==> config.mk <==
export PLATFORM = sky130hd
export DESIGN_NAME = int_alu
export DESIGN_NICKNAME = d
export VERILOG_FILES = /design/src/rtl/int_alu_pkg.sv /design/src/rtl/alu_opdec.sv /design/src/rtl/alu_addsub.sv /design/src/rtl/alu_bitwise.sv /design/src/rtl/alu_resmux.sv /design/src/rtl/int_alu.sv
export SDC_FILE = /design/constraint.sdc
export NUM_CORES = 1
export LEC_CHECK = 0
export BUFFER_PORTS_ARGS = -buffer_cell sky130_fd_sc_hd__buf_4
export CORE_MARGIN = 10
export CORE_UTILIZATION = 60
export DETAILED_ROUTE_END_ITERATION = 7
export PLACE_DENSITY = 0.87
export SYNTH_ARGS = -nofsm -noshare
export SYNTH_HDL_FRONTEND = slang
export SYNTH_SLANG_ARGS = --single-unit
export TNS_END_PERCENT = 50
==> constraint.sdc <==
create_clock -name vclk -period 41.7
set_input_delay 2.085 -clock vclk [all_inputs]
set_output_delay 2.085 -clock vclk [all_outputs]
set_load 0.1 [all_outputs]
==> src/rtl/int_alu_pkg.sv <==
package int_alu_pkg;

    typedef enum logic [3:0] {
        OP_ADD  = 4'h0,
        OP_ADDU = 4'h1,
        OP_SUB  = 4'h2,
        OP_SUBU = 4'h3,
        OP_AND  = 4'h4,
        OP_OR   = 4'h5,
        OP_XOR  = 4'h6,
        OP_NOR  = 4'h7,
        OP_SLT  = 4'hA,
        OP_SLTU = 4'hB
    } alu_op_e;

    typedef enum logic [2:0] {
        SEL_SUM,
        SEL_LOGIC,
        SEL_SLT,
        SEL_SLTU,
        SEL_NONE
    } res_sel_e;

endpackage

==> src/rtl/alu_opdec.sv <==
module alu_opdec
    import int_alu_pkg::*;
(
    input  logic [3:0] op_code,
    output logic       sub_mode,
    output logic       ovf_en,
    output res_sel_e   res_sel
);
    always_comb begin
        sub_mode = 1'b0;
        ovf_en   = 1'b0;
        res_sel  = SEL_NONE;
        unique case (op_code)
            OP_ADD:  begin res_sel = SEL_SUM; ovf_en = 1'b1; end
            OP_ADDU: begin res_sel = SEL_SUM; end
            OP_SUB:  begin res_sel = SEL_SUM; sub_mode = 1'b1; ovf_en = 1'b1; end
            OP_SUBU: begin res_sel = SEL_SUM; sub_mode = 1'b1; end
            OP_AND, OP_OR, OP_XOR, OP_NOR: res_sel = SEL_LOGIC;
            OP_SLT:  begin res_sel = SEL_SLT;  sub_mode = 1'b1; end
            OP_SLTU: begin res_sel = SEL_SLTU; sub_mode = 1'b1; end
            default: res_sel = SEL_NONE;
        endcase
    end
endmodule

==> src/rtl/alu_addsub.sv <==
module alu_addsub #(
    parameter int W = 32
) (
    input  logic [W-1:0] a,
    input  logic [W-1:0] b,
    input  logic         sub_mode,
    output logic [W-1:0] sum,
    output logic         carry_top,
    output logic         carry_msb_in
);
    logic [W:0]   c;
    logic [W-1:0] bx;

    assign c[0] = sub_mode;
    assign bx   = b ^ {W{sub_mode}};

    for (genvar i = 0; i < W; i++) begin : g_cell
        assign sum[i]   = a[i] ^ bx[i] ^ c[i];
        assign c[i+1]   = (a[i] & bx[i]) | (a[i] & c[i]) | (bx[i] & c[i]);
    end

    assign carry_top    = c[W];
    assign carry_msb_in = c[W-1];
endmodule

==> src/rtl/alu_bitwise.sv <==
module alu_bitwise #(
    parameter int W = 32
) (
    input  logic [W-1:0] a,
    input  logic [W-1:0] b,
    input  logic [1:0]   fn,
    output logic [W-1:0] y
);
    always_comb begin
        unique case (fn)
            2'd0:    y = a & b;
            2'd1:    y = a | b;
            2'd2:    y = a ^ b;
            default: y = ~(a | b);
        endcase
    end
endmodule

==> src/rtl/alu_resmux.sv <==
module alu_resmux
    import int_alu_pkg::*;
#(
    parameter int W = 32
) (
    input  res_sel_e     res_sel,
    input  logic [W-1:0] sum,
    input  logic [W-1:0] logic_y,
    input  logic         lt_signed,
    input  logic         lt_unsigned,
    output logic [W-1:0] result,
    output logic         zero
);
    localparam int PADW = W - 1;

    always_comb begin
        unique case (res_sel)
            SEL_SUM:   result = sum;
            SEL_LOGIC: result = logic_y;
            SEL_SLT:   result = {{PADW{1'b0}}, lt_signed};
            SEL_SLTU:  result = {{PADW{1'b0}}, lt_unsigned};
            default:   result = '0;
        endcase
    end

    assign zero = ~|result;
endmodule

==> src/rtl/int_alu.sv <==
module int_alu
    import int_alu_pkg::*;
#(
    parameter int W = 32
) (
    input  logic [3:0]   op_code,
    input  logic [W-1:0] opnd_a,
    input  logic [W-1:0] opnd_b,
    output logic [W-1:0] res_out,
    output logic         flag_zero,
    output logic         flag_ovf
);
    logic         sub_mode;
    logic         ovf_en;
    res_sel_e     res_sel;
    logic [W-1:0] sum;
    logic         carry_top;
    logic         carry_msb_in;
    logic [W-1:0] logic_y;
    logic         ovf_raw;

    alu_opdec u_dec (
        .op_code (op_code),
        .sub_mode(sub_mode),
        .ovf_en  (ovf_en),
        .res_sel (res_sel)
    );

    alu_addsub #(.W(W)) u_add (
        .a           (opnd_a),
        .b           (opnd_b),
        .sub_mode    (sub_mode),
        .sum         (sum),
        .carry_top   (carry_top),
        .carry_msb_in(carry_msb_in)
    );

    alu_bitwise #(.W(W)) u_log (
        .a (opnd_a),
        .b (opnd_b),
        .fn(op_code[1:0]),
        .y (logic_y)
    );

    // signed overflow: carry into top bit differs from carry out of it
    assign ovf_raw  = carry_top ^ carry_msb_in;
    assign flag_ovf = ovf_en & ovf_raw;

    alu_resmux #(.W(W)) u_mux (
        .res_sel    (res_sel),
        .sum        (sum),
        .logic_y    (logic_y),
        .lt_signed  (sum[W-1] ^ ovf_raw),
        .lt_unsigned(~carry_top),
        .result     (res_out),
        .zero       (flag_zero)
    );
endmodule

Word-level counts from Yosys, hierarchy flattened
Index checks and enable logic that the tools add are counted.
W data, S select, Z words.
{"block": "totals", "elab_cells": 261, "ff_bits": 0, "output_inout_bits": 34}
{"block": "classes", "bitwise_logic": 233, "eq_ne": 14, "reduce_logical": 9, "muxes": 5}
{"cell": "$pmux W32 S4", "count": 1}
{"cell": "$and A1 B1 Y1", "count": 97}
{"cell": "$pmux W32 S3", "count": 1}
{"cell": "$xor A1 B1 Y1", "count": 66}
{"cell": "$or A1 B1 Y1", "count": 64}
{"cell": "$xor A32 B32 Y32", "count": 2}
{"cell": "$and A32 B32 Y32", "count": 1}
{"cell": "$not A32 Y32", "count": 1}
{"cell": "$or A32 B32 Y32", "count": 1}
{"cell": "$reduce_or A32 Y1", "count": 1}
{"cell": "$eq A4 B3 Y1 const B", "count": 4}
{"cell": "$pmux W3 S4", "count": 1}
{"cell": "$reduce_or A4 Y1", "count": 3}
{"cell": "$eq A4 B2 Y1 const B", "count": 2}
{"cell": "$eq A4 B4 Y1 const B", "count": 2}
{"cell": "$eq A3 B2 Y1 const B", "count": 2}
{"cell": "$eq A4 B1 Y1 const B", "count": 1}
{"cell": "$logic_not A4 Y1", "count": 1}
{"cell": "$eq A3 B1 Y1 const B", "count": 1}
{"cell": "$logic_not A3 Y1", "count": 1}
{"cell": "$eq A2 B1 Y1 const B", "count": 1}
{"cell": "$eq A2 B2 Y1 const B", "count": 1}
{"cell": "$logic_not A2 Y1", "count": 1}
{"cell": "$mux W1", "count": 2}
{"cell": "3 further kinds", "count": 3}

Logic depth before layout (Yosys ltp)
{"block": "logic_depth", "depth_word": 105, "mapped_depth": 45, "mapped_depth_nobuf": 43}

Cells and area by module
From an unflattened synthesis, not the netlist that was laid out.
{"block": "hier_totals", "cells_unflattened": 555, "hier_area_um2": 4240.3}
{"module": "alu_bitwise", "cells_each": 306, "seq_area_each_um2": 0.0, "n_inst": 1, "area_each_um2": 2242.2}
{"module": "alu_addsub", "cells_each": 129, "seq_area_each_um2": 0.0, "n_inst": 1, "area_each_um2": 1198.6}
{"module": "alu_resmux", "cells_each": 110, "seq_area_each_um2": 0.0, "n_inst": 1, "area_each_um2": 725.7}
{"module": "alu_opdec", "cells_each": 6, "seq_area_each_um2": 0.0, "n_inst": 1, "area_each_um2": 38.8}
{"module": "int_alu", "cells_each": 4, "seq_area_each_um2": 0.0, "n_inst": 1, "area_each_um2": 35.0}

Worst setup path before layout
OpenSTA, ideal clock, no wires.
{"block": "synth_path", "path_kind": "input port to output port", "from": "in op_code[1]", "to": "out flag_zero", "slack_ns": 22.348, "required_time_ns": 39.615, "path_stages": 43, "t_arrival_ns": 17.267, "cell_sequence": "nor2b_1 -> clkbuf_1 -> buf_1 -> xnor2_1 -> fa_1 -> fa_1 -> inv_1 -> fa_1 -> fa_1 -> fa_1 -> fa_1 -> fa_1 -> fa_1 -> fa_1 -> fa_1 -> fa_1 -> fa_1 -> fa_1 -> [7 not listed] -> fa_1 -> fa_1 -> fa_1 -> fa_1 -> fa_1 -> fa_1 -> fa_1 -> fa_1 -> fa_1 -> fa_1 -> fa_1 -> fa_1 -> fa_1 -> o21ai_0 -> a32o_1 -> or3_1 -> nor4_1 -> o2111a_1"}
{"block": "synth_between", "elab_chain_len": 105}
{"item": "start: declaration", "line": "int_alu.sv:6", "rtl": "input logic [3:0] op_code,"}
{"item": "$eq A4 B2 Y1 or $eq A4 B4 Y1 (tied branches)", "line": "alu_opdec.sv:13", "rtl": "unique case (op_code)"}
{"item": "$reduce_or A4 Y1 (no source line)"}
{"item": "$mux W1", "line": "alu_opdec.sv:13"}
{"item": "$xor A32 B32 Y32", "line": "alu_addsub.sv:15", "rtl": "assign bx = b ^ {W{sub_mode}};"}
{"item": "$and A1 B1 Y1", "line": "alu_addsub.sv:19", "rtl": "assign c[i+1] = (a[i] & bx[i]) | (a[i] & c[i]) | (bx[i] & c[i]);"}
{"item": "$or A1 B1 Y1 (2 in series)", "line": "alu_addsub.sv:19"}
{"item": "$and A1 B1 Y1", "line": "alu_addsub.sv:19"}
{"item": "$or A1 B1 Y1 (2 in series)", "line": "alu_addsub.sv:19"}
{"item": "[87 not listed]"}
{"item": "$and A1 B1 Y1", "line": "alu_addsub.sv:19"}
{"item": "$or A1 B1 Y1 (2 in series)", "line": "alu_addsub.sv:19"}
{"item": "$xor A1 B1 Y1", "line": "int_alu.sv:46", "rtl": "assign ovf_raw = carry_top ^ carry_msb_in;"}
{"item": "$xor A1 B1 Y1", "line": "int_alu.sv:53", "rtl": ".lt_signed (sum[W-1] ^ ovf_raw),"}
{"item": "$pmux W32 S4 (*)", "line": "alu_resmux.sv:17", "rtl": "unique case (res_sel)"}
{"item": "named net res_out[0]", "line": "int_alu.sv:9", "rtl": "output logic [W-1:0] res_out,"}
{"item": "$reduce_or A32 Y1 (*)", "line": "alu_resmux.sv:26", "rtl": "assign zero = ~|result;"}
{"item": "$logic_not A1 Y1 (*)", "line": "alu_resmux.sv:26"}
{"item": "end: declaration", "line": "int_alu.sv:10", "rtl": "output logic flag_zero,"}
The timed path passes the listed nets; every way through them passes the cells marked *.

Worst setup path in the final report
{"block": "layout_path", "from": "in op_code[1]", "to": "out flag_zero"}
{"block": "layout_between", "elab_chain_len": 105}
{"item": "$eq A4 B2 Y1 or $eq A4 B4 Y1 (tied branches)", "line": "alu_opdec.sv:13"}
{"item": "$reduce_or A4 Y1 (no source line)"}
{"item": "$mux W1", "line": "alu_opdec.sv:13"}
{"item": "$xor A32 B32 Y32", "line": "alu_addsub.sv:15"}
{"item": "$and A1 B1 Y1", "line": "alu_addsub.sv:19"}
{"item": "$or A1 B1 Y1 (2 in series)", "line": "alu_addsub.sv:19"}
{"item": "$and A1 B1 Y1", "line": "alu_addsub.sv:19"}
{"item": "$or A1 B1 Y1 (2 in series)", "line": "alu_addsub.sv:19"}
{"item": "[85 not listed]"}
{"item": "$or A1 B1 Y1 (2 in series)", "line": "alu_addsub.sv:19"}
{"item": "$and A1 B1 Y1", "line": "alu_addsub.sv:19"}
{"item": "$or A1 B1 Y1 (2 in series)", "line": "alu_addsub.sv:19"}
{"item": "$xor A1 B1 Y1", "line": "int_alu.sv:46"}
{"item": "$xor A1 B1 Y1", "line": "int_alu.sv:53"}
{"item": "$pmux W32 S4 (*)", "line": "alu_resmux.sv:17"}
{"item": "$reduce_or A32 Y1 (*)", "line": "alu_resmux.sv:26"}
{"item": "$logic_not A1 Y1 (*)", "line": "alu_resmux.sv:26"}
Every way passes the cells marked *; elsewhere a longest branch is shown, timed or not.

==> run summary <==
### Outcome
• run status: completed

### Logic synthesis
• library cells used by synthesis: 43
• Yosys Warn Count: 0
• share of synthesized area occupied by flip-flops and latches: 0
• top cell type's share of synthesized area: 0.215
• gate count after technology mapping: 490
• post-synthesis cell type with the largest combined area: ha_1
• top cells by area, synth: ha_1 (21%), fa_1 (17%), xnor2_1 (7.5%)
• Post-Syn Nets: 654
• mean instance size in the synthesized netlist: 7.61 um^2
• Syn Std Cell Area: 0.00373 mm^2

### Place
• pre-CTS WS: 21.91 ns
• DP Wirelength: 9.12 mm
• placer's final routability congestion estimate: 0.953
• Buffers on Ports: 102

### Min path
• Hold Crit Class: primary input to output pin
• Hold Path Sink: res_out[31]
• cell depth of the worst min-delay path: 3
• Hold Path Origin: op_code[3]

### Power
• switching share of total power: 0.674
• IR drop worst, VDD: 14.2 uV
• Reg power frac: 0
• Comb pwr share: 1.000
• net load switching power: 0.0617 mW
• power density over cell area: 20.5 mW/mm^2
• internal power: 0.0298 mW
• static leakage: 2.19 nW
• share of total power in the clock network: 0

### Detailed routing
• TritonRoute pass-1 iters: 5
• via-per-instance ratio: 5.94
• via count of the routed design: 3779
• Residual DRC: 0
• initial detailed-routing violation count: 287
• routed len/inst: 17.3 um
• total wire length after detailed routing: 11.0 mm
• post-route antenna net violation count: 0

### STA
• number of max-slew violations in the final report: 0
• fin crit period: 19.75 ns
• Worst-Margin Slew: 0.850 ns
• final-layout worst hold slack: 4.84 ns
• hold violation total from the final report: 0
• Fmax achieved: 50.6 MHz
• Final Setup Violations: 0
• sum of negative setup slack: 0 ns
• minimum setup slack in the final design: 21.95 ns
• unrepaired setup endpoints after global routing: no
• Period Utilization, post-route: 0.474
• slew margin rel.: 0.433

### GRT
• initial antenna violation count: 0
• number of global-route vias before repair: 3767
• aggregate global routing overflow: 0
• wire length of the first global-routing pass: 18.3 mm
• Overall Global Routing Usage: 0.217
• maximum number of pins on one net before global-route repair: 95

### Floorplan
• Die Span X: 98.9 um
• number of ports placed on the die boundary: 102
• Die Y-Extent: 98.9 um
• Row Count: 28
• Starting Density: 0.623
• die footprint: 0.00977 mm^2
• Core Box Area: 0.00599 mm^2

### Clocking
• cells resized by post-CTS repair: 0
• number of buffers inserted by hold repair at cts: 0
• number of buffers added for setup after CTS: 0

### Finish
• fraction of layout instances using a drive strength above 1: 0.210
• Post-layout nets: 727
• FF/Latch Area: 0 um^2
• seq_cells: 0
• area growth from synthesis to layout: 19.6%
• Inserted Diodes: 0
• Clock buffer cells: 0

### Job
• number of violations of the max-capacitance limit: 0

### Worst setup path
• class of the most critical setup path: primary input to output pin
• nature of the critical path startpoint: primary input
• CP max stage delay: 0.51 ns
• CP Data Required Time: 39.62 ns
• element type at the critical path end: output pin
• slowest library cell on the worst path: fa_1
• Worst path most repeated cell: fa_1
• Critical Path Start: op_code[1]
• arrival time of the worst setup path: 17.67 ns
• maximum fanout along the worst path: 69

## Yosys cell counts, drive strengths merged, types with 4 or more instances
cell    count
nor2       51
nand2       9
o21ai      20
mux2       12
o31ai      12
a21oi      25
buf        20
a211oi     20
ha         64
nor2b      31
o311ai     10
nand2b     16
fa         32
xnor2      32
inv        69
clkbuf     12
nor3       13
nand4       4
## layout by cell type (no fill, tap or decap), types with 2 or more instances in the layout
cell type  synthesis  routed
o22ai_1            3       3
inv_1             68      68
and2_1             2       2
a21o_1             2       2
nor2b_1           30      29
buf_4              0     103
a211oi_1          20      20
a311oi_1           3       3
o21ai_0           20      20
nand4_1            4       4
nand2_1            9       9
nand2b_1          16      16
mux2i_1            3       3
ha_1              64      64
nor3_1            13      13
a211o_1            3       3
mux2_2            12      12
or3_1              2       2
o31ai_1           12      12
a21oi_1           25      25
nor2b_4            1       2
a221o_1            2       2
xnor2_1           32      32
a222oi_1           2       2
nand3_1            3       3
nor2_1            51      51
fa_1              32      32
nor4_1             2       2
a31oi_1            2       2
o311ai_0          10      10
## area by class of cell
cell class / count / area, um^2
multi-input combinational: 389 / 3340
inverter: 69 / 259
tap: 75 / 93.8
timing repair buffer: 103 / 773
fill: 478 / 1530
## critical path: cells and delay by family
family,cells,cell delay (ns)
AO/OA/AOI/OAI,2,0.34
XOR/XNOR,1,0.20
adder cells (fa/ha/maj),31,12.82
buffers and inverters,6,1.44
AND/OR/NAND/NOR,3,0.76
## stage by stage
| step | utilization | area [um^2] | total power, mW | instances |
|---|---|---|---|---|
| after detailed placement | 0.745 | 4460 | 0.0912 | 636 |
| after floorplan | - | 3730 | 0.0669 | 490 |
| after global placement | 0.745 | 4460 | 0.0885 | 636 |
| final | 0.745 | 4460 | 0.0915 | 636 |
| after global routing | 0.745 | 4460 | 0.0992 | 636 |
| after CTS | 0.745 | 4460 | 0.0914 | 636 |
## power groups by stage
| stage | clock [mW] | combinational (mW) | sequential [mW] |
|---|---|---|---|
| finish | 0 | 0.0915 | 0 |
| CTS | 0 | 0.0914 | 0 |
| floorplan | 0 | 0.0669 | 0 |
| global placement | 0 | 0.0885 | 0 |
| global route | 0 | 0.0992 | 0 |
| detailed placement | 0 | 0.0912 | 0 |
## cells by family after synthesis
family                   synth area share
multiplexers                       0.0443
adder cells (fa/ha/maj)             0.386
AO/OA/AOI/OAI                       0.199
buffers and inverters               0.108
XOR/XNOR                           0.0751
AND/OR/NAND/NOR                     0.187
## worst max path at each step
stage | end | slack, ns | depth (start not counted)
floorplan | flag_zero | 22.35 | 43
global placement | flag_zero | 22.36 | 43
detailed placement | flag_zero | 21.91 | 43
CTS | flag_zero | 21.91 | 43
global route | flag_zero | 21.13 | 43
finish | flag_zero | 21.95 | 43
## per-layer routing
metal	vias to the layer above	wire, um	track usage
met5	-	0	0
met4	0	193	0.0320
met3	17	804	0.0279
met2	182	5570	0.401
met1	1778	4420	0.262
li1	1802	-	-
(Power assumes the default switching activity.)
